--- config.mk ---
export PLATFORM = sky130hd
export DESIGN_NAME = itlb4_plru
export DESIGN_NICKNAME = d
export VERILOG_FILES = /design/src/rtl/itlb_pkg.sv /design/src/rtl/itlb_data.sv /design/src/rtl/itlb_ctrl.sv /design/src/rtl/itlb4_plru.sv
export SDC_FILE = /design/constraint.sdc
export NUM_CORES = 1
export LEC_CHECK = 0
export BUFFER_PORTS_ARGS = -buffer_cell sky130_fd_sc_hd__buf_2
export CORE_ASPECT_RATIO = 1.25
export CORE_MARGIN = 2
export CORE_UTILIZATION = 50
export CTS_CLUSTER_SIZE = 14
export DETAILED_ROUTE_END_ITERATION = 12
export HOLD_SLACK_MARGIN = 0.15
export MAX_ROUTING_LAYER = met4
export PLACE_DENSITY = 0.7
export SYNTH_ARGS = -nofsm -noshare
export SYNTH_HDL_FRONTEND = slang
export SYNTH_HIERARCHICAL = 1
export SYNTH_SLANG_ARGS = --single-unit
--- constraint.sdc ---
create_clock -name clk -period 8.6 [get_ports clk]
set_input_delay 1.29 -clock clk [delete_from_list [all_inputs] [get_ports clk]]
set_output_delay 1.29 -clock clk [all_outputs]
set_load 0.01 [all_outputs]
--- src/rtl/itlb_pkg.sv ---
package itlb_pkg;
  parameter int VA_W       = 32;
  parameter int PAGE_SHIFT = 10;
  parameter int VPN_W      = VA_W - PAGE_SHIFT;
  parameter int PPN_W      = 19;
  parameter int PA_W       = PPN_W + PAGE_SHIFT;
  parameter int ASID_W     = 8;
  parameter int N_ENT      = 4;
  parameter int IDX_W      = $clog2(N_ENT);
  parameter int LRU_W      = 6;

  // Per-slot masks on the top control byte (state sits in byte bits 7:2)
  parameter logic [7:0] USE_CLR [N_ENT] = '{8'h1F, 8'hE7, 8'hFB, 8'hFF};
  parameter logic [7:0] USE_SET [N_ENT] = '{8'h00, 8'h80, 8'h50, 8'h2C};
  parameter logic [7:0] VIC_SEL [N_ENT] = '{8'hE0, 8'h98, 8'h54, 8'h2C};
  parameter logic [7:0] VIC_VAL [N_ENT] = '{8'hE0, 8'h18, 8'h04, 8'h00};

  typedef struct packed {
    logic              valid;
    logic              shared;
    logic [1:0]        size;
    logic [1:0]        prot;
    logic              cache;
    logic [ASID_W-1:0] asid;
    logic [VPN_W-1:0]  vpn;
    logic [PPN_W-1:0]  ppn;
  } tlbEntry_t;

  typedef struct packed {
    logic             wrEn;
    logic [IDX_W-1:0] wrIdx;
    logic [IDX_W-1:0] rdIdx;
  } itlbStrobe_t;

  // Page-number bits kept for comparison, per size code
  function automatic logic [VPN_W-1:0] vpnKeep(input logic [1:0] sz);
    case (sz)
      2'd0:    return '1;
      2'd1:    return ~VPN_W'(3);
      2'd2:    return ~VPN_W'(63);
      default: return ~VPN_W'(1023);
    endcase
  endfunction

  function automatic logic [LRU_W-1:0] lruUse(input logic [LRU_W-1:0] s,
                                              input logic [IDX_W-1:0] i);
    logic [7:0] b;
    b = ({s, 2'b00} & USE_CLR[i]) | USE_SET[i];
    return b[7:2];
  endfunction
endpackage

--- src/rtl/itlb_data.sv ---
module itlb_data
  import itlb_pkg::*;
(
  input  logic              clk,
  input  logic              rstN,
  input  itlbStrobe_t       strobe,
  input  tlbEntry_t         fillEntry,
  input  logic [VA_W-1:0]   lookupVa,
  input  logic [ASID_W-1:0] curAsid,
  input  logic              useAsid,
  output logic [N_ENT-1:0]  matchVec,
  output tlbEntry_t         rdEntry,
  output logic [PA_W-1:0]   rdPhys
);
  tlbEntry_t ents [N_ENT];
  logic [VPN_W-1:0] vaVpn;
  logic [PPN_W-1:0] ppnKeep;

  assign vaVpn = lookupVa[VA_W-1:PAGE_SHIFT];

  always_ff @(posedge clk) begin
    if (!rstN) begin
      for (int i = 0; i < N_ENT; i++) ents[i] <= '0;
    end else if (strobe.wrEn) begin
      ents[strobe.wrIdx] <= fillEntry;
    end
  end

  for (genvar g = 0; g < N_ENT; g++) begin : gMatch
    logic [VPN_W-1:0] keep;
    logic asidOk;
    assign keep   = vpnKeep(ents[g].size);
    assign asidOk = !useAsid || ents[g].shared || (ents[g].asid == curAsid);
    assign matchVec[g] = ents[g].valid && asidOk &&
                         ((vaVpn & keep) == (ents[g].vpn & keep));
  end

  always_comb begin
    rdEntry = ents[strobe.rdIdx];
    ppnKeep = vpnKeep(rdEntry.size)[PPN_W-1:0];
    rdPhys  = {(rdEntry.ppn & ppnKeep) | (lookupVa[PA_W-1:PAGE_SHIFT] & ~ppnKeep),
               lookupVa[PAGE_SHIFT-1:0]};
  end
endmodule

--- src/rtl/itlb_ctrl.sv ---
module itlb_ctrl
  import itlb_pkg::*;
(
  input  logic             clk,
  input  logic             rstN,
  input  logic             lookupEn,
  input  logic             refillEn,
  input  logic [N_ENT-1:0] matchVec,
  output itlbStrobe_t      strobe,
  output logic             hit,
  output logic             miss,
  output logic             multiHit,
  output logic [IDX_W-1:0] hitIdx,
  output logic [IDX_W-1:0] victimIdx,
  output logic [LRU_W-1:0] lruState,
  output logic             lruErr
);
  logic       lookAct;
  logic [7:0] ctlByte;
  int         nMatch;

  assign lookAct = lookupEn && !refillEn;
  assign ctlByte = {lruState, 2'b00};

  always_comb begin
    nMatch = $countones(matchVec);
    hitIdx = '0;
    for (int i = N_ENT - 1; i >= 0; i--)
      if (matchVec[i]) hitIdx = IDX_W'(i);
    hit      = lookAct && (nMatch == 1);
    multiHit = lookAct && (nMatch > 1);
    miss     = lookAct && (nMatch == 0);
  end

  always_comb begin
    victimIdx = '0;
    lruErr    = 1'b1;
    for (int i = N_ENT - 1; i >= 0; i--) begin
      if ((ctlByte & VIC_SEL[i]) == VIC_VAL[i]) begin
        victimIdx = IDX_W'(i);
        lruErr    = 1'b0;
      end
    end
  end

  always_ff @(posedge clk) begin
    if (!rstN)         lruState <= '0;
    else if (refillEn) lruState <= lruUse(lruState, victimIdx);
    else if (hit)      lruState <= lruUse(lruState, hitIdx);
  end

  always_comb begin
    strobe.wrEn  = refillEn;
    strobe.wrIdx = victimIdx;
    strobe.rdIdx = hitIdx;
  end
endmodule

--- src/rtl/itlb4_plru.sv ---
module itlb4_plru
  import itlb_pkg::*;
(
  input  logic              clk,
  input  logic              rstN,
  input  logic              lookupEn,
  input  logic [VA_W-1:0]   lookupVa,
  input  logic [ASID_W-1:0] curAsid,
  input  logic              privMode,
  input  logic              singleVirt,
  input  logic              refillEn,
  input  logic [VPN_W-1:0]  fillVpn,
  input  logic [ASID_W-1:0] fillAsid,
  input  logic              fillValid,
  input  logic              fillShared,
  input  logic [1:0]        fillSize,
  input  logic [1:0]        fillProt,
  input  logic              fillCache,
  input  logic [PPN_W-1:0]  fillPpn,
  output logic              hit,
  output logic              miss,
  output logic              multiHit,
  output logic [IDX_W-1:0]  hitIdx,
  output logic [PA_W-1:0]   physAddr,
  output logic [1:0]        hitProt,
  output logic              hitCache,
  output logic [IDX_W-1:0]  victimIdx,
  output logic [LRU_W-1:0]  lruState,
  output logic              lruErr
);
  itlbStrobe_t      strobe;
  tlbEntry_t        fillEntry, rdEntry;
  logic [N_ENT-1:0] matchVec;
  logic [PA_W-1:0]  rdPhys;
  logic             useAsid;

  assign useAsid = !(singleVirt && privMode);

  always_comb begin
    fillEntry.valid  = fillValid;
    fillEntry.shared = fillShared;
    fillEntry.size   = fillSize;
    fillEntry.prot   = fillProt;
    fillEntry.cache  = fillCache;
    fillEntry.asid   = fillAsid;
    fillEntry.vpn    = fillVpn;
    fillEntry.ppn    = fillPpn;
  end

  itlb_data u_data (
    .clk(clk), .rstN(rstN), .strobe(strobe), .fillEntry(fillEntry),
    .lookupVa(lookupVa), .curAsid(curAsid), .useAsid(useAsid),
    .matchVec(matchVec), .rdEntry(rdEntry), .rdPhys(rdPhys)
  );

  itlb_ctrl u_ctrl (
    .clk(clk), .rstN(rstN), .lookupEn(lookupEn), .refillEn(refillEn),
    .matchVec(matchVec), .strobe(strobe), .hit(hit), .miss(miss),
    .multiHit(multiHit), .hitIdx(hitIdx), .victimIdx(victimIdx),
    .lruState(lruState), .lruErr(lruErr)
  );

  assign physAddr = hit ? rdPhys : '0;
  assign hitProt  = hit ? rdEntry.prot : 2'b00;
  assign hitCache = hit && rdEntry.cache;
endmodule

## Word-level counts from Yosys, hierarchy flattened

Memories as Yosys holds them, arrays and structs flattened.
Cells that the tools add are included.

| operators by class | value |
|---|---|
| multiplexer cells | 40 |
| shifts and indexed selects | 0 |
| multiply operators | 0 |
| divide/modulo/power cells | 0 |
| reductions and logical operators | 32 |
| equal/unequal tests | 22 |
| add/sub/neg operators | 3 |
| bitwise logic cells | 18 |
| $lt $le $gt $ge | 3 |

Operators with widths:

| cell | number |
|---|---|
| $and A22 B22 Y22 | 8 |
| $pmux W10 S3 | 5 |
| $eq A22 B22 Y1 | 4 |
| $bmux W8 S2 | 4 |
| $mux W8 | 8 |
| $mux W56 | 1 |
| $reduce_or A56 Y1 | 1 |
| $and A19 B19 Y19 | 2 |
| $add A32 B32 Y32 | 1 |
| $eq A32 B2 Y1 const B | 1 |
| $eq A8 B8 Y1 | 4 |
| $gt A32 B2 Y1 const B | 1 |
| $logic_not A32 Y1 | 1 |
| $mux W29 | 1 |
| $mux W2 | 10 |
| $not A19 Y19 | 1 |
| $or A19 B19 Y19 | 1 |
| $and A8 B8 Y8 | 2 |
| $or A8 B8 Y8 | 2 |
| $logic_and A1 B1 Y1 | 14 |
| $mux W6 | 2 |
| $eq A2 B1 Y1 const B | 5 |
| $eq A2 B2 Y1 const B | 5 |
| $logic_not A2 Y1 | 5 |
| other kinds (11) | 29 |

| storage, ports and cells | value |
|---|---|
| RAM bits | 224 |
| logic and storage cells | 120 |
| input bits | 102 |
| memories | 1 |
| bits in registers | 6 |
| bits in read-only memories | 0 |
| bits in latches | 0 |
| output and inout port bits | 46 |

Memories:

| memory | words | bits a word | read ports | clocked after memory_dff | wr ports | line | text |
|---|---|---|---|---|---|---|---|
| u_data.ents | 4 | 56 | 5 | 0 | 4 | itlb_data.sv:15 | `tlbEntry_t ents [N_ENT];` |

## Logic depth before layout (Yosys ltp)

An unclocked memory read counts as a cell.

| depth | value |
|---|---|
| depth in word-level cells | 18 |
| gate-level depth with buffers | 16 |
| depth with buffers taken out | 14 |

## Cells and area by module

The synthesis kept the hierarchy.

By module, submodules not included:

| module | cells an instance | instances | sequential area each (um^2) | area each (um^2) |
|---|---|---|---|---|
| itlb_data | 774 | 1 | 6,726.5 | 11,488.5 |
| itlb_ctrl | 72 | 1 | 120.1 | 619.3 |
| itlb4_plru | 36 | 1 | 0.0 | 259.0 |

## Worst setup path before layout

No wires, ideal clock.

| timing | value |
|---|---|
| path kind | in2out |
| start point | in lookupVa[13] |
| end point | out hitProt[0] |
| slack | 2.625 ns |
| buffers on the path | 2 |
| stages | 16 |
| data required time | 7.310 ns |
| arrival | 4.685 ns |
| path through | buf_2 xor2_1 nor4_1 o211ai_1 a2111oi_2 inv_1 fa_1 inv_1 ha_1 inv_1 ha_1 nor3b_4 nand2b_4 inv_1 clkbuf_2 and2_2 |

| between the ends | value |
|---|---|
| elaborated cells between the ends (all ways) | 23 |
| those cells by class | add/sub (3); eq/ne (5); mux (5); bitwise (4); reduce/logical (5); memory (1) |

RTL lines:

| what | line | text |
|---|---|---|
| from (decl) | itlb4_plru.sv:7 | `input logic [VA_W-1:0] lookupVa,` |
| $and A22 B22 Y22 | itlb_data.sv:35 | `((vaVpn & keep) == (ents[g].vpn & keep));` |
| $eq A22 B22 Y1 | itlb_data.sv:35 |  |
| $logic_and A1 B1 Y1 | itlb_data.sv:34 | `assign matchVec[g] = ents[g].valid && asidOk &&` |
| via matchVec[0] | itlb4_plru.sv:33 | `logic [N_ENT-1:0] matchVec;` |
| $add A1 B1 Y2 (implied by the code) | itlb_ctrl.sv:26 | `nMatch = $countones(matchVec);` |
| $add A32 B32 Y32 (implied by the code) | itlb_ctrl.sv:26 |  |
| $eq A32 B2 Y1 | itlb_ctrl.sv:30 | `hit = lookAct && (nMatch == 1);` |
| $logic_and A1 B1 Y1 | itlb_ctrl.sv:30 |  |
| via hit | itlb4_plru.sv:20 | `output logic hit,` |
| $mux W2 | itlb4_plru.sv:64 | `assign hitProt = hit ? rdEntry.prot : 2'b00;` |
| to (decl) | itlb4_plru.sv:25 | `output logic [1:0] hitProt,` |

The timed path passes the listed nets, and every way through them passes these cells.

## Worst setup path after layout

| timing | value |
|---|---|
| start point | in lookupVa[13] |
| end point | out physAddr[8] |

| between the ends | value |
|---|---|
| word-level cells in the longest chain between the ends | 8 |
| elaborated cells between the ends (all ways) | 18 |
| those cells by class | add/sub (3); eq/ne (5); mux (1); bitwise (4); reduce/logical (5) |

RTL lines:

| what | line | text |
|---|---|---|
| $and A22 B22 Y22 | itlb_data.sv:35 |  |
| $eq A22 B22 Y1 | itlb_data.sv:35 |  |
| $logic_and A1 B1 Y1 | itlb_data.sv:34 |  |
| via matchVec[1] | itlb4_plru.sv:33 |  |
| $add A1 B1 Y2 (implied by the code) | itlb_ctrl.sv:26 |  |
| $add A32 B32 Y32 (implied by the code) | itlb_ctrl.sv:26 |  |
| $eq A32 B2 Y1 | itlb_ctrl.sv:30 |  |
| $logic_and A1 B1 Y1 | itlb_ctrl.sv:30 |  |
| $mux W29 | itlb4_plru.sv:63 | `assign physAddr = hit ? rdPhys : '0;` |
| to (decl) | itlb4_plru.sv:24 | `output logic [PA_W-1:0] physAddr,` |

The timed path passes the listed nets, and every way through them passes these cells.

==> impl_metrics.ini <==
[run_status]
outcome = complete, no violations

[timing]
tightest_slew_ns = 1.15
timing_hold_violations_final = 0
skew_ns = 0.0129
drv_slew = 0
final.min_clock_period_ns = 6.96
rsz0062_at_grt = false
timing.fmax_mhz = 144
setup_viol = 0
min_period_over_period = 0.809
setup_ws_ns = 1.64
relSlewSlack = 0.228
setup_tns_ns = 0
whs_ns = 0.539

[setup_path]
crit_path_max_fanout = 33
slowest_stage = a2111oi_2
max_stage_delay_ns = 0.64
critical_path.top_delay_family = buffers and inverters
worstSetupEndpointType = output pin
path_buf_inv = 6
r2r_slack_ns = 4.31
cp_common_cell = inv_1
arrival_ns = 5.67
worstPathRequired_ns = 7.31
crit_path_start_kind = input pin
critical_path_class = input pin to output pin
cp_cell_sequence = buf_2 > xor2_1 > nor4_1 > o211ai_1 > a2111oi_2 > inv_1 > fa_1 > inv_1 > ha_1 > inv_1 > ha_1 > nor3b_4 > nand2b_4 > inv_1 > and2_2 > buf_2

[clock_network]
htreeDepth = 1
clkSinkCount = 230
cts_tree = built
clockBufferDepth = 3
clock_latency_ns = 0.51
postCtsSetupRepairBufs = 0
root_buffer = clkbuf_16
clkTransAtPathRegs_ns = 0.06
cts_made_buffers = 23
cts_resized = 0
cts_hold_buf = 0

[placed_design]
io_buffers = 147
dp_hpwl_um = 16200
dp_slack_ns = 1.60
place_congestion = 0.804
placed_area_um2 = 12400
place_inst = 1215

[layout]
post-route-util = 0.572
nFillCells = 1864
final_cell_area_um2 = 13100
multi_input_area_um2 = 4320
syn2layout_area_growth_pct = 12.7
drive_above_1_share = 0.282
seq_area_um2 = 6850
final_cells = 1259
final_nets = 1059

[global_route]
grt.total_usage = 0.221
antenna_found_initial = 6
first_global_vias = 7042
overflow = 0
grt_pass1_wl_um = 39800
grt_max_degree = 70

[pwr]
sequentialPowerShare = 0.532
p_switching_uw = 587
ir_drop_v = 0.000177
leakagePower_nw = 5.42
p_per_area_nw_per_um2 = 196
p_sw_frac = 0.229
p_comb_frac = 0.101
total_power_mw = 2.56
clkPwrFrac = 0.367
p_int_mw = 1.98

[floorplan]
io_pins = 148
dieArea_um2 = 24500
placementRows = 62
die_w_um = 140
die_h_um = 174
initial_utilization = 0.508
core_region_area_um2 = 22900

[drt]
routedLengthMet1_um = 10500
wire_per_inst_um = 20.8
wl_met3_um = 1420
wl_met2_um = 13700
route.detailed.drc = 0
totalWireLength_um = 26200
vias = 6787
top_layer_used = met4
final_antenna_net_count = 0
drtIter0Drc = 391
first_pass_iters = 4
viasPerCell = 5.39

[job]
drv_cap = 0

[yosys]
netlist_area_um2 = 11600
syn_area_per_cell_um2 = 13.7
yosys_warnings = 6
synthCells = 846
syn-num-nets = 953

[min_path]
worstHoldPathType = flip-flop to flip-flop
==> routing by layer <==
metal  track usage  vias to the layer above
li1              -                     3211
met1         0.264                     3345
met2         0.385                      190
met3        0.0369                       41
met4        0.0673                        0
met5             -                        -
==> layout by cell type (no fill, tap or decap), drive strengths merged, types with 3 or more instances in the layout <==
cell,count
edfxtp,224
and2,200
buf,159
xor2,104
and3,56
clkbuf,28
nor4,27
mux4,24
xnor2,16
nand2b,11
mux2,10
inv,9
nand2,9
nor2,8
diode,7
o21ai,7
a21oi,7
clkinv,7
nand3,6
dfxtp,6
ha,4
o211ai,4
nand4,4
a2111oi,4
nor3b,3
a211oi,3
o21a,3
nor3,3
==> worst reg2reg max path, cell delays in order (launching register included) <==
cell and delay (ns):
edfxtp_1 0.41, xor2_1 0.20, nor4_2 0.41, o211ai_1 0.17, a2111oi_2 0.64, inv_1 0.25
fa_1 0.56, inv_1 0.04, ha_1 0.19, inv_1 0.08, ha_1 0.27, nor3b_4 0.32
a21oi_2 0.14, nor4_2 0.32, mux2i_1 0.22
==> final timing paths <==
path	cells past startpoint	endpoint	startpoint
worst max-delay path	16	physAddr[8]	lookupVa[13]
worst min-delay path	2	flip-flop	flip-flop
worst max register to register	14	flip-flop	u_data/ents[1][28]$_SDFFCE_PN0P_
worst min register to register	2	flip-flop	flip-flop
==> layout make-up <==
type                       count  share of cell area
clock inverter                 9             0.00688
tap                          288              0.0275
sequential                   230               0.523
antenna                        7             0.00134
clock buffer                  28              0.0454
multi-input combinational    529               0.330
inverter                       9             0.00258
timing repair buffer         159              0.0631
==> registers in the layout, summed over array words and instances, names as in the netlist, named ones only <==
register,flops
u_ctrl/lruState,2
u_data/ents,224
==> power groups by stage <==
stage	Combinational [mW]	Sequential, mW	Clock (mW)
final	0.259	1.36	0.941
after detailed placement	0.261	1.39	0
after global placement	0.257	1.38	0
after CTS	0.262	1.36	0.961
after global routing	0.283	1.37	1.00
after floorplan	0.165	1.38	0
Note: power is estimated with default switching activity, not from simulation.
